### src/rtl/uart_rx_sticky_pkg.sv
package uart_rx_sticky_pkg;

   typedef enum logic [2:0] {
      RX_IDLE,
      RX_START,
      RX_DATA,
      RX_PAR,
      RX_STOP
   } rx_state_e;

   // register addresses
   localparam int REG_DATA = 0;
   localparam int REG_STAT = 1;
   localparam int REG_CTRL = 2;

   // status flag positions
   localparam int ST_FULL = 0;
   localparam int ST_OVR  = 1;
   localparam int ST_FER  = 2;
   localparam int ST_PER  = 3;
   localparam int N_FLAGS = 4;

   // control bit positions
   localparam int CT_EN  = 0;
   localparam int CT_PEN = 1;
   localparam int CT_ODD = 2;

endpackage

### src/rtl/uart_rx_tick.sv
module uart_rx_tick #(
   parameter int TICK_DIV = 4
) (
   input  logic clk,
   input  logic rst_n,
   output logic tick
);
   localparam int CW = (TICK_DIV > 1) ? $clog2(TICK_DIV) : 1;

   generate
      if (TICK_DIV == 1) begin : g_direct
         assign tick = 1'b1;
      end else begin : g_count
         logic [CW-1:0] cnt;
         always_ff @(posedge clk or negedge rst_n) begin
            if (!rst_n) begin
               cnt  <= '0;
               tick <= 1'b0;
            end else begin
               tick <= (cnt == CW'(TICK_DIV - 1));
               cnt  <= (cnt == CW'(TICK_DIV - 1)) ? '0 : cnt + 1'b1;
            end
         end
      end
   endgenerate
endmodule

### src/rtl/uart_rx_frame.sv
module uart_rx_frame
   import uart_rx_sticky_pkg::*;
#(
   parameter int DATA_W     = 8,
   parameter int OVERSAMPLE = 16
) (
   input  logic              clk,
   input  logic              rst_n,
   input  logic              tick,
   input  logic              rx,
   input  logic              go,
   input  logic              par_en,
   input  logic              par_odd,
   output logic              done,
   output logic [DATA_W-1:0] data,
   output logic              par_bad,
   output logic              stop_bad
);
   localparam int SW     = $clog2(OVERSAMPLE);
   localparam int BW     = $clog2(DATA_W);
   localparam int LAST   = OVERSAMPLE - 1;
   localparam int VOTE_A = OVERSAMPLE / 2 - 1;
   localparam int VOTE_B = OVERSAMPLE / 2;
   localparam int VOTE_C = OVERSAMPLE / 2 + 1;

   rx_state_e      state;
   logic [SW-1:0]  cnt;
   logic [BW-1:0]  bitn;
   logic           va, vb, par_acc;
   logic           vote, at_vote, at_last;

   assign vote    = (va & vb) | (va & rx) | (vb & rx);
   assign at_vote = (cnt == SW'(VOTE_C));
   assign at_last = (cnt == SW'(LAST));

   always_ff @(posedge clk or negedge rst_n) begin
      if (!rst_n) begin
         state    <= RX_IDLE;
         cnt      <= '0;
         bitn     <= '0;
         va       <= 1'b1;
         vb       <= 1'b1;
         par_acc  <= 1'b0;
         data     <= '0;
         par_bad  <= 1'b0;
         stop_bad <= 1'b0;
         done     <= 1'b0;
      end else begin
         done <= 1'b0;
         if (tick) begin
            if (state != RX_IDLE) cnt <= at_last ? '0 : cnt + 1'b1;
            if (cnt == SW'(VOTE_A)) va <= rx;
            if (cnt == SW'(VOTE_B)) vb <= rx;
            unique case (state)
               RX_IDLE: begin
                  if (go && !rx) begin
                     state <= RX_START;
                     cnt   <= '0;
                  end
               end
               RX_START: begin
                  if (at_vote && vote) begin
                     state <= RX_IDLE;
                  end else if (at_last) begin
                     state   <= RX_DATA;
                     bitn    <= '0;
                     par_acc <= 1'b0;
                     par_bad <= 1'b0;
                  end
               end
               RX_DATA: begin
                  if (at_vote) begin
                     data    <= {vote, data[DATA_W-1:1]};
                     par_acc <= par_acc ^ vote;
                  end else if (at_last) begin
                     if (bitn == BW'(DATA_W - 1))
                        state <= par_en ? RX_PAR : RX_STOP;
                     bitn <= bitn + 1'b1;
                  end
               end
               RX_PAR: begin
                  if (at_vote) par_bad <= ((par_acc ^ vote) != par_odd);
                  else if (at_last) state <= RX_STOP;
               end
               RX_STOP: begin
                  if (at_vote) begin
                     stop_bad <= !vote;
                     done     <= 1'b1;
                     state    <= RX_IDLE;
                  end
               end
               default: state <= RX_IDLE;
            endcase
         end
      end
   end
endmodule

### src/rtl/uart_rx_flags.sv
module uart_rx_flags
   import uart_rx_sticky_pkg::*;
#(
   parameter int DATA_W = 8
) (
   input  logic               clk,
   input  logic               rst_n,
   input  logic               done,
   input  logic [DATA_W-1:0]  fr_data,
   input  logic               par_bad,
   input  logic               stop_bad,
   input  logic               stat_rd,
   input  logic               stat_wr,
   input  logic [N_FLAGS-1:0] wbits,
   input  logic               dma_clr,
   output logic [N_FLAGS-1:0] flags,
   output logic [DATA_W-1:0]  data_q,
   output logic               irq
);
   logic [N_FLAGS-1:0] armed, set_v, clr_v, flags_n;

   always_comb begin
      set_v = '0;
      clr_v = '0;
      if (done) begin
         if (flags[ST_FULL]) begin
            set_v[ST_OVR] = 1'b1;
         end else begin
            set_v[ST_FER]  = stop_bad;
            set_v[ST_PER]  = par_bad;
            set_v[ST_FULL] = !(stop_bad || par_bad);
         end
      end
      if (stat_wr) clr_v = armed & ~wbits;
      if (dma_clr) clr_v[ST_FULL] = 1'b1;
      flags_n = (flags & ~clr_v) | set_v;
   end

   always_ff @(posedge clk or negedge rst_n) begin
      if (!rst_n) begin
         flags  <= '0;
         armed  <= '0;
         data_q <= '0;
         irq    <= 1'b0;
      end else begin
         flags <= flags_n;
         armed <= (stat_rd ? flags : armed) & flags_n;
         irq   <= flags_n[ST_FULL] & ~flags[ST_FULL];
         if (done && !flags[ST_FULL]) data_q <= fr_data;
      end
   end
endmodule

### src/rtl/uart_rx_sticky.sv
module uart_rx_sticky
   import uart_rx_sticky_pkg::*;
#(
   parameter int TICK_DIV   = 4,
   parameter int OVERSAMPLE = 16,
   parameter int DATA_W     = 8,
   parameter int BUS_W      = 8,
   parameter int ADDR_W     = 2,
   parameter int DMA_CNT_W  = 8
) (
   input  logic                 clk,
   input  logic                 rst_n,
   input  logic                 rx_in,
   input  logic [ADDR_W-1:0]    bus_addr,
   input  logic                 bus_rd,
   input  logic                 bus_wr,
   input  logic [BUS_W-1:0]     bus_wdata,
   output logic [BUS_W-1:0]     bus_rdata,
   output logic                 rx_irq,
   input  logic                 dma_rd,
   input  logic                 dma_isel,
   input  logic [DMA_CNT_W-1:0] dma_cnt,
   output logic [BUS_W-1:0]     dma_data
);
   localparam int LINE_BIT = BUS_W - 1;

   generate
      if (OVERSAMPLE < 4) begin : g_bad_os
         $error("OVERSAMPLE must be at least 4");
      end
      if (DATA_W < 2 || DATA_W > BUS_W) begin : g_bad_dw
         $error("DATA_W must lie in 2..BUS_W");
      end
      if (BUS_W < 8) begin : g_bad_bw
         $error("BUS_W must be at least 8");
      end
      if (ADDR_W < 2) begin : g_bad_aw
         $error("ADDR_W must be at least 2");
      end
      if (TICK_DIV < 1) begin : g_bad_td
         $error("TICK_DIV must be at least 1");
      end
   endgenerate

   logic [1:0]         sync;
   logic               line;
   logic [BUS_W-1:0]   ctrl_q;
   logic               tick, frame_done, par_bad, stop_bad, go, any_err;
   logic [DATA_W-1:0]  fr_data, data_q;
   logic [N_FLAGS-1:0] flags;
   logic               stat_rd, stat_wr, dma_clr;

   assign line    = sync[1];
   assign any_err = flags[ST_OVR] | flags[ST_FER] | flags[ST_PER];
   assign go      = ctrl_q[CT_EN] & ~any_err;
   assign stat_rd = bus_rd && (bus_addr == ADDR_W'(REG_STAT));
   assign stat_wr = bus_wr && (bus_addr == ADDR_W'(REG_STAT));
   assign dma_clr = dma_rd && !dma_isel && (dma_cnt != '0);

   always_ff @(posedge clk or negedge rst_n) begin
      if (!rst_n) begin
         sync   <= 2'b11;
         ctrl_q <= '0;
      end else begin
         sync <= {sync[0], rx_in};
         if (bus_wr && bus_addr == ADDR_W'(REG_CTRL)) ctrl_q <= bus_wdata;
      end
   end

   uart_rx_tick #(.TICK_DIV(TICK_DIV)) u_tick (
      .clk(clk), .rst_n(rst_n), .tick(tick)
   );

   uart_rx_frame #(.DATA_W(DATA_W), .OVERSAMPLE(OVERSAMPLE)) u_frame (
      .clk(clk), .rst_n(rst_n), .tick(tick), .rx(line), .go(go),
      .par_en(ctrl_q[CT_PEN]), .par_odd(ctrl_q[CT_ODD]),
      .done(frame_done), .data(fr_data), .par_bad(par_bad), .stop_bad(stop_bad)
   );

   uart_rx_flags #(.DATA_W(DATA_W)) u_flags (
      .clk(clk), .rst_n(rst_n), .done(frame_done), .fr_data(fr_data),
      .par_bad(par_bad), .stop_bad(stop_bad), .stat_rd(stat_rd),
      .stat_wr(stat_wr), .wbits(bus_wdata[N_FLAGS-1:0]), .dma_clr(dma_clr),
      .flags(flags), .data_q(data_q), .irq(rx_irq)
   );

   assign dma_data = BUS_W'(data_q);

   always_comb begin
      bus_rdata = '0;
      unique case (bus_addr)
         ADDR_W'(REG_DATA): bus_rdata = BUS_W'(data_q);
         ADDR_W'(REG_STAT): begin
            bus_rdata[N_FLAGS-1:0] = flags;
            bus_rdata[LINE_BIT]    = line;
         end
         ADDR_W'(REG_CTRL): bus_rdata = ctrl_q;
         default:           bus_rdata = '0;
      endcase
   end
endmodule

### config.mk
export PLATFORM = sky130hd
export DESIGN_NAME = uart_rx_sticky
export DESIGN_NICKNAME = d
export VERILOG_FILES = /design/src/rtl/uart_rx_sticky_pkg.sv /design/src/rtl/uart_rx_tick.sv /design/src/rtl/uart_rx_frame.sv /design/src/rtl/uart_rx_flags.sv /design/src/rtl/uart_rx_sticky.sv
export SDC_FILE = /design/constraint.sdc
export NUM_CORES = 1
export LEC_CHECK = 0
export ABC_CLOCK_PERIOD_IN_PS = 2410
export BUFFER_PORTS_ARGS = -buffer_cell sky130_fd_sc_hd__buf_2
export CAP_MARGIN = 25
export CELL_PAD_IN_SITES_DETAIL_PLACEMENT = 0
export CELL_PAD_IN_SITES_GLOBAL_PLACEMENT = 1
export CORE_UTILIZATION = 45
export DETAILED_ROUTE_END_ITERATION = 8
export GPL_TIMING_DRIVEN = 0
export HOLD_SLACK_MARGIN = 0.15
export PLACE_DENSITY = 0.77
export SLEW_MARGIN = 20
export SYNTH_ARGS = -nofsm -noshare
export SYNTH_HDL_FRONTEND = slang
export SYNTH_SLANG_ARGS = --single-unit
### constraint.sdc
create_clock -name clk -period 2.41 [get_ports clk]
set_clock_uncertainty 0.15 [all_clocks]
set_input_delay 0.241 -clock clk [delete_from_list [all_inputs] [get_ports clk]]
set_output_delay 0.241 -clock clk [all_outputs]
set_load 0.01 [all_outputs]
### Word level (Yosys, flattened, before mapping)

Cells that the tools add are included.

| storage, ports and cells | value |
|---|---|
| output and inout bits | 17 |
| memory bits (read-only) | 0 |
| register bits after elaboration | 54 |
| RAM bits | 0 |
| input port bits | 25 |
| logic and storage cells | 132 |
| memories kept | 0 |
| bits in latches | 0 |

| cells by class | value |
|---|---|
| $add $sub $neg | 3 |
| equality and inequality tests | 25 |
| divide/modulo/power cells | 0 |
| reductions and logical operators | 28 |
| $lt $le $gt $ge | 0 |
| $mul | 0 |
| muxes and demuxes | 40 |
| shifts and indexed selects | 0 |
| bitwise gates (word level) | 18 |

Operator list:

| kind | count |
|---|---|
| 2-to-1 mux 3 bit | 14 |
| 2-to-1 mux 4 bit | 7 |
| inequality test 2 x 1 -> 1 bit, second input constant | 8 |
| one-hot mux 3 bit (5 select lines) | 1 |
| AND 4 bit | 3 |
| == test 4 bit, second input constant | 3 |
| one-hot mux 3 bit (2 select lines) | 2 |
| one-hot mux 4 bit (3 select lines) | 1 |
| 2-to-1 mux 1 bit | 10 |
| AND reduction 5 bit | 2 |
| AND reduction 9 bit | 1 |
| logical AND 1 bit | 8 |
| inverter 4 bit | 2 |
| nonzero test 8 bit | 1 |
| == test 3 x 2 -> 1 bit, second input constant | 2 |
| == test 3 bit, second input constant | 2 |
| inequality test 2 bit, second input constant | 3 |
| AND reduction 3 bit | 2 |
| AND reduction 6 bit | 1 |
| AND 1 bit | 5 |
| zero test 1 bit | 5 |
| adder 4 x 1 -> 4 bit, second input constant | 1 |
| == test 2 bit, second input constant | 2 |
| == test 4 x 3 -> 1 bit, second input constant | 1 |
| 19 further kinds | 27 |

### Depth between registers and ports, before layout

Gate-level depths: netlist of the first run.

| depth | value |
|---|---|
| depth in word-level cells | 8 |
| gate-level depth with buffers | 6 |
| gate-level depth less buffers | 6 |

### Cells and area by module

From an unflattened synthesis of the first run, not the netlist that was laid out.

| second synthesis, totals | value |
|---|---|
| cells, all modules | 228 |
| area, all modules | 2,730.1 um2 |

By module, submodules not included:

| module | sequential area each (um2) | cells each | times used | area an instance (um2) |
|---|---|---|---|---|
| uart_rx_frame | 603.1 | 128 | 1 | 1,368.8 |
| uart_rx_flags | 425.4 | 50 | 1 | 698.2 |
| uart_rx_sticky | 252.7 | 45 | 1 | 571.8 |
| uart_rx_tick | 75.1 | 5 | 1 | 91.3 |

### Worst setup path before layout of the first run

OpenSTA, ideal clock, no wires.

| path | value |
|---|---|
| path kind | register to register |
| from | register u_frame.cnt[0] |
| to | register u_frame.state[2] |
| period minus slack after synthesis | 1.862 ns |
| path buffers | 1 |
| required time | 2.135 ns |
| stages on the path, launching flop included | 7 |
| arrival time | 1.587 ns |
| setup time | 0.125 ns |
| setup slack | 0.548 ns |
| cells stage by stage | dfrtp_1 -> ha_1 -> and3_1 -> buf_2 -> a31oi_4 -> a211oi_2 -> mux2_4 |

| on the way | value |
|---|---|
| word-level cells in the longest chain between the ends | 4 |
| elaborated cells between the ends (all ways) | 12 |
| classes of those cells | eq/ne: 8; mux: 2; reduce/logical: 2 |

RTL lines:

| what | RTL line | RTL |
|---|---|---|
| from (decl) | uart_rx_frame.sv:27 | `logic [SW-1:0] cnt;` |
| from (signal assigned) | uart_rx_frame.sv:51 | `if (state != RX_IDLE) cnt <= at_last ? '0 : cnt + 1'b1;` |
| == test 4 bit | uart_rx_frame.sv:33 | `assign at_vote = (cnt == SW'(VOTE_C));` |
| logical AND 1 bit | uart_rx_frame.sv:62 | `if (at_vote && vote) begin` |
| inequality test 3 x 1 -> 1 bit (no source line) / 2-to-1 mux 3 bit (equally long branches) | - |  |
| AND reduction 9 bit (no source line) / one-hot mux 3 bit (5 select lines) (equally long branches) | - |  |
| to (signal assigned) | uart_rx_frame.sv:77 | `state <= par_en ? RX_PAR : RX_STOP;` |
| to (decl) | uart_rx_frame.sv:26 | `rx_state_e state;` |

Parallel ways exist; a longest one is shown, timed or not.
A chain may end at the register's enable or synchronous reset.

### Worst setup path in the final report of the first run

Same ends and word-level chain as after synthesis.

==> results.json, run 1 <==
{
  "port_buffers": 41,
  "period_needed_ns": 2.06,
  "wl_per_cell_um": 14.6,
  "antenna_found_initial": 0,
  "period_share_pct": 85.6,
  "synth-main-ff-cell": "dfrtp_1",
  "hp-class": "in2reg",
  "die_h_um": 79.0,
  "start_kind": "flop",
  "vias": 1899,
  "numCtsBuffers": 5,
  "path_cells": "ha_1, and3_1, buf_2, a31oi_4, a211oi_2, mux2_4",
  "setup_viol": 0,
  "slew_headroom_pct": 55.4,
  "post-cts-setup-buffer-count": 0,
  "outcome": "completed",
  "fin_cells": 356,
  "post-route-drc-count": 0,
  "path_clk_slew_ns": 0.10,
  "synth.yosys.seq_area_share_pct": 50.8,
  "syn_to_final_growth_pct": 19.4,
  "synth.distinct_cells": 51,
  "initial_core_util_pct": 47.6,
  "track_usage_pct": 18.5,
  "crit_arrival_ns": 2.11,
  "synth_warnings": 0,
  "grt_pass1_vias": 1863,
  "overflow": 0,
  "synthesis.nets": 255,
  "synth_edf_count": 0,
  "hold_ws_ns": 0.203,
  "ys_async_sr_fraction_pct": 100,
  "firstDrtPassIters": 4,
  "finalCoreUtilization_pct": 56.8,
  "syn_area_um2": 2670,
  "coreArea_um2": 5610,
  "cp-end-kind": "flop",
  "gp_congestion": 0.775,
  "cp_max_fo": 6,
  "critical_path_class": "reg2reg",
  "vias_per_cell": 5.33,
  "ant_nets": 0,
  "drt-total-wl_um": 5190,
  "cts_sinks": 54,
  "setup_ws_ns": 0.348,
  "drv_slew": 0,
  "diodes": 0,
  "drive_gt1_share_pct": 34.2,
  "grt_start_max_net_pins": 55,
  "required_ns": 2.46,
  "cpPeakStageDelay_ns": 0.43,
  "worst_slew_pin_slew_ns": 0.669,
  "htree_levels": 2,
  "dp_hpwl_um": 3700,
  "place_area_um2": 2970,
  "fin_area_um2": 3190,
  "fin_setup_tns_ns": 0,
  "avgSynthCellArea_um2": 11.9,
  "peakVddDrop_mv": 0.378,
  "clock_latency_ns": 0.30,
  "die_w_um": 79.0,
  "mostFrequentLayoutCells": "dfrtp_1, buf_2, mux2_2, nand2_1, o21ai_0",
  "finalHoldViolCount": 0,
  "cts_tree": "done",
  "cts-root-buf": "clkbuf_8",
  "num_rows": 27,
  "syn-instance-count": 224,
  "cp_slowest_cell": "dfrtp_1",
  "dp_cells": 337,
  "ios": 42,
  "total_power_mw": 2.17,
  "cts_hold_buf": 11,
  "ys_ff_latch": 54,
  "fin_nets": 314,
  "grt_first_pass_wirelength_um": 8880,
  "rsz0062_at_grt": "false",
  "powerDensity_nw_per_um2": 682,
  "max_freq_mhz": 485,
  "cap_violations": 0,
  "dieArea_um2": 6240,
  "layout_commonest_cell": "dfrtp_1",
  "dp_slack_ns": 0.363,
  "drt-initial-drc-count": 122,
  "power_leakage_nw": 1.57,
  "post_cts_resize_count": 0,
  "cts.path.max_buffers": 2
}
==> synthesized netlist by cell type, types with 2 or more instances <==
cell type  number  share of area [%]
nor3_1          4               0.75
buf_2           4               0.75
nor2b_1         5                1.2
and2_1          4               0.94
o21ai_0        14                2.6
a31oi_4         2                1.6
dfrtp_1        50                 47
nor3b_1         2               0.56
mux2i_1        10                3.8
dfstp_2         4                3.9
nand3b_1        6                1.7
mux2_2         28                 12
nor2_1          9                1.3
nand3_1         4               0.75
a21oi_1         3               0.56
ha_1            6                2.8
nand2_1        18                2.5
a22o_1          3               0.98
and3_1          2               0.47
nor4_1          2               0.47
inv_1          12                1.7
and3b_1         2               0.66
nand4b_1        2               0.66
==> path summary, 6_finish.rpt <==
check / startpoint / slack [ns] / cells past startpoint / to
max: u_frame.cnt[0] / 0.35 / 6 / u_frame.state[2]
max reg2reg: u_frame.cnt[0] / 0.35 / 6 / u_frame.state[2]
min reg2reg: sync[0] / 0.22 / 0 / sync[1]
min: dma_rd / 0.20 / 4 / u_flags.flags[0]
max in group asynchronous: rst_n / 1.31 / 2 / u_frame.data[7]
min in group asynchronous: rst_n / 0.36 / 2 / u_frame.cnt[2]
==> layer usage <==
metal  global-route usage [%]  share of wire (%)  vias to the layer above
met5                        0                  0                        -
met3                     4.02                3.8                        5
li1                         -                  -                      924
met1                     25.6                 49                      936
met2                     28.8                 46                       34
met4                     6.00                1.0                        0
==> area by class of cell <==
| type | count | area, µm² |
|---|---|---|
| multi-input combinational | 151 | 1220 |
| inverter | 12 | 45.0 |
| sequential | 54 | 1360 |
| fill | 527 | 2420 |
| buffer | 7 | 42.5 |
| tap | 72 | 90.1 |
| clock inverter | 2 | 37.5 |
| clock buffer | 6 | 72.6 |
| timing repair buffer | 52 | 318 |
==> worst max-delay path: cells and delay by family (launching register included) <==
kind | cells | cell delay [ns]
AND/OR/NAND/NOR | 1 | 0.16
flip-flops | 1 | 0.43
multiplexers | 1 | 0.33
buffers and inverters | 1 | 0.18
AO/OA/AOI/OAI | 2 | 0.45
adder cells (fa/ha/maj) | 1 | 0.25
==> kinds of logic after synthesis <==
kind of cell / count (synthesis) / share of synthesized area, %
compound gates: 38 / 11.4
xor+xnor: 2 / 0.656
fa+ha+maj: 7 / 3.23
buf+inv: 19 / 3.28
flops: 54 / 50.8
mux: 39 / 16.1
simple gates: 65 / 14.4
==> power breakdown <==
group          internal [mW]  leakage, nW  switching (mW)
Combinational          0.229        0.817           0.246
Sequential              1.00        0.702          0.0929
Clock                  0.310       0.0514           0.290
==> state kept, by name (all words and copies together) (netlist names) <==
name and count:
u_flags.data_q 8, u_frame.vb 1, u_tick.g_count.cnt 2, u_frame.bitn 3
u_frame.state 3, u_frame.par_acc 1, sync 2, u_frame.stop_bad 1
u_flags.flags 4, u_flags.armed 4, u_tick.tick 1, u_frame.data 8
u_frame.done 1, u_frame.va 1, u_frame.cnt 4, ctrl_q 8
u_frame.par_bad 1, u_flags.irq 1
(Power assumes the default switching activity.)
==> run 2: changes to the inputs <==
==> constraint.sdc (replaced) <==
create_clock -name clk -period 2.41 [get_ports clk]
set_clock_uncertainty 0.15 [all_clocks]
set_input_delay 0.241 -clock clk [delete_from_list [all_inputs] [get_ports clk]]
set_output_delay 0.241 -clock clk [all_outputs]
set_load 0.1 [all_outputs]
==> results.json, run 2 (synthesis gave the netlist of run 1 again) <==
{
  "outcome": "completed",
  "cts_tree": "done",
  "start_kind": "flop",
  "drt-total-wl_um": 5400,
  "worst_slew_pin_slew_ns": 0.681,
  "cts-root-buf": "clkbuf_8",
  "total_power_mw": 2.18,
  "post_cts_resize_count": 0,
  "cpPeakStageDelay_ns": 0.44,
  "initial_core_util_pct": 47.6,
  "period_share_pct": 85.7,
  "required_ns": 2.47,
  "powerDensity_nw_per_um2": 682,
  "num_rows": 27,
  "wl_per_cell_um": 15.2,
  "ios": 42,
  "drt-initial-drc-count": 60,
  "path_clk_slew_ns": 0.10,
  "cp-end-kind": "flop",
  "dp_slack_ns": 0.370,
  "setup_viol": 0,
  "firstDrtPassIters": 4,
  "grt_pass1_vias": 1891,
  "critical_path_class": "reg2reg",
  "clock_latency_ns": 0.31,
  "peakVddDrop_mv": 0.409,
  "numCtsBuffers": 5,
  "cp.buffers_inverters": 1,
  "cap_violations": 0,
  "finalHoldViolCount": 0,
  "cp_max_fo": 6,
  "vias": 1857,
  "hp-class": "in2reg",
  "setup_ws_ns": 0.346,
  "period_needed_ns": 2.06,
  "drive_gt1_share_pct": 37.3,
  "reg.largest.list": "ctrl_q: 8 flops, u_flags.data_q: 8 flops, u_frame.data: 8 flops",
  "fill_cells": 530,
  "diodes": 0,
  "post-route-drc-count": 0,
  "crit_arrival_ns": 2.12,
  "drv_slew": 0,
  "fin_setup_tns_ns": 0,
  "cts.path.max_buffers": 2,
  "hold_ws_ns": 0.189,
  "antenna_found_initial": 0,
  "rsz0062_at_grt": "false",
  "cp_top_family": "flip-flops",
  "cts_sinks": 54,
  "syn_to_final_growth_pct": 19.8,
  "coreArea_um2": 5610,
  "power_leakage_nw": 1.57,
  "track_usage_pct": 19.4,
  "die_w_um": 79.0,
  "layout_commonest_cell": "dfrtp_1",
  "gp_congestion": 0.787,
  "overflow": 0,
  "cp_slowest_cell": "dfrtp_1",
  "slew_headroom_pct": 54.6,
  "path_cells": "ha_1, and3_1, buf_2, a31oi_4, a211oi_2, mux2_4",
  "grt_start_max_net_pins": 55,
  "max_freq_mhz": 484,
  "mostFrequentLayoutCells": "dfrtp_1, buf_2, mux2_2, nand2_1, inv_1",
  "dieArea_um2": 6240,
  "fin_nets": 314,
  "die_h_um": 79.0,
  "dp_hpwl_um": 3800,
  "post-cts-setup-buffer-count": 0,
  "vias_per_cell": 5.22,
  "grt_first_pass_wirelength_um": 9230,
  "port_buffers": 41,
  "finalCoreUtilization_pct": 57.0,
  "ant_nets": 0,
  "htree_levels": 2
}
==> run 2: cell types whose count changed in the layout (fill, tap and decap cells not counted), sizes merged <==
cell	previous run	this run
clkinv	0	1
clkbuf	7	6
inv	12	13
bufinv	1	0
==> run 2: area by class of cell <==
| type | instances | area (µm²) | area share (%) |
|---|---|---|---|
| well taps | 72 | 90.1 | 2.82 |
| clock buffers | 5 | 68.8 | 2.15 |
| repair buffers | 52 | 318 | 9.94 |
| inverters | 12 | 45.0 | 1.41 |
| plain buffers | 7 | 42.5 | 1.33 |
| multi-input cells | 151 | 1250 | 39.1 |
| clock inverters | 3 | 25.0 | 0.783 |
| flip-flops and latches | 54 | 1360 | 42.4 |
==> run 2: layer usage <==
layer | global-route usage, % | vias to the layer above | wire, µm
li1 | - | 921 | -
met1 | 27.7 | 908 | 2690
met2 | 29.8 | 22 | 2490
met3 | 4.02 | 6 | 161
met4 | 5.45 | 0 | 54
met5 | 0 | - | 0
==> run 2: path summary, 6_finish.rpt <==
path                                start                to  slack (ns)  cells after the start
setup reg to reg           u_frame.cnt[0]  u_frame.state[2]        0.35                      6
hold reg to reg                   sync[0]           sync[1]        0.22                      0
max in group asynchronous           rst_n   u_frame.data[7]        1.30                      2
setup / recovery           u_frame.cnt[0]  u_frame.state[2]        0.35                      6
min in group asynchronous           rst_n  u_frame.state[2]        0.35                      2
hold / removal                     dma_rd  u_flags.flags[0]        0.19                      4
==> run 2: where the power goes <==
part | switching [mW] | total, mW | internal, mW
combinational | 0.323 | 0.556 | 0.232
sequential | 0.0945 | 1.10 | 1.00
clock | 0.316 | 0.526 | 0.210
==> run 2: repair_timing <==
item / CTS / global route
hold endpoints to repair: 63 / 0
setup endpoints to repair: 0 / 0
hold buffers: 11 / 0
==> run 2: tightest hold or removal path, delay by kind of cell <==
family / cells / cell delay (ns)
compound gates: 2 / 0.24
buf+inv: 2 / 0.14
==> run 2: per-stage QoR <==
| step | area, µm² | instances |
|---|---|---|
| 3_3_place_gp | 2990 | 337 |
| 4_1_cts | 3200 | 356 |
| 6_report | 3200 | 356 |
| 3_5_place_dp | 2990 | 337 |
| 5_1_grt | 3200 | 356 |
| 2_1_floorplan | 2700 | 224 |
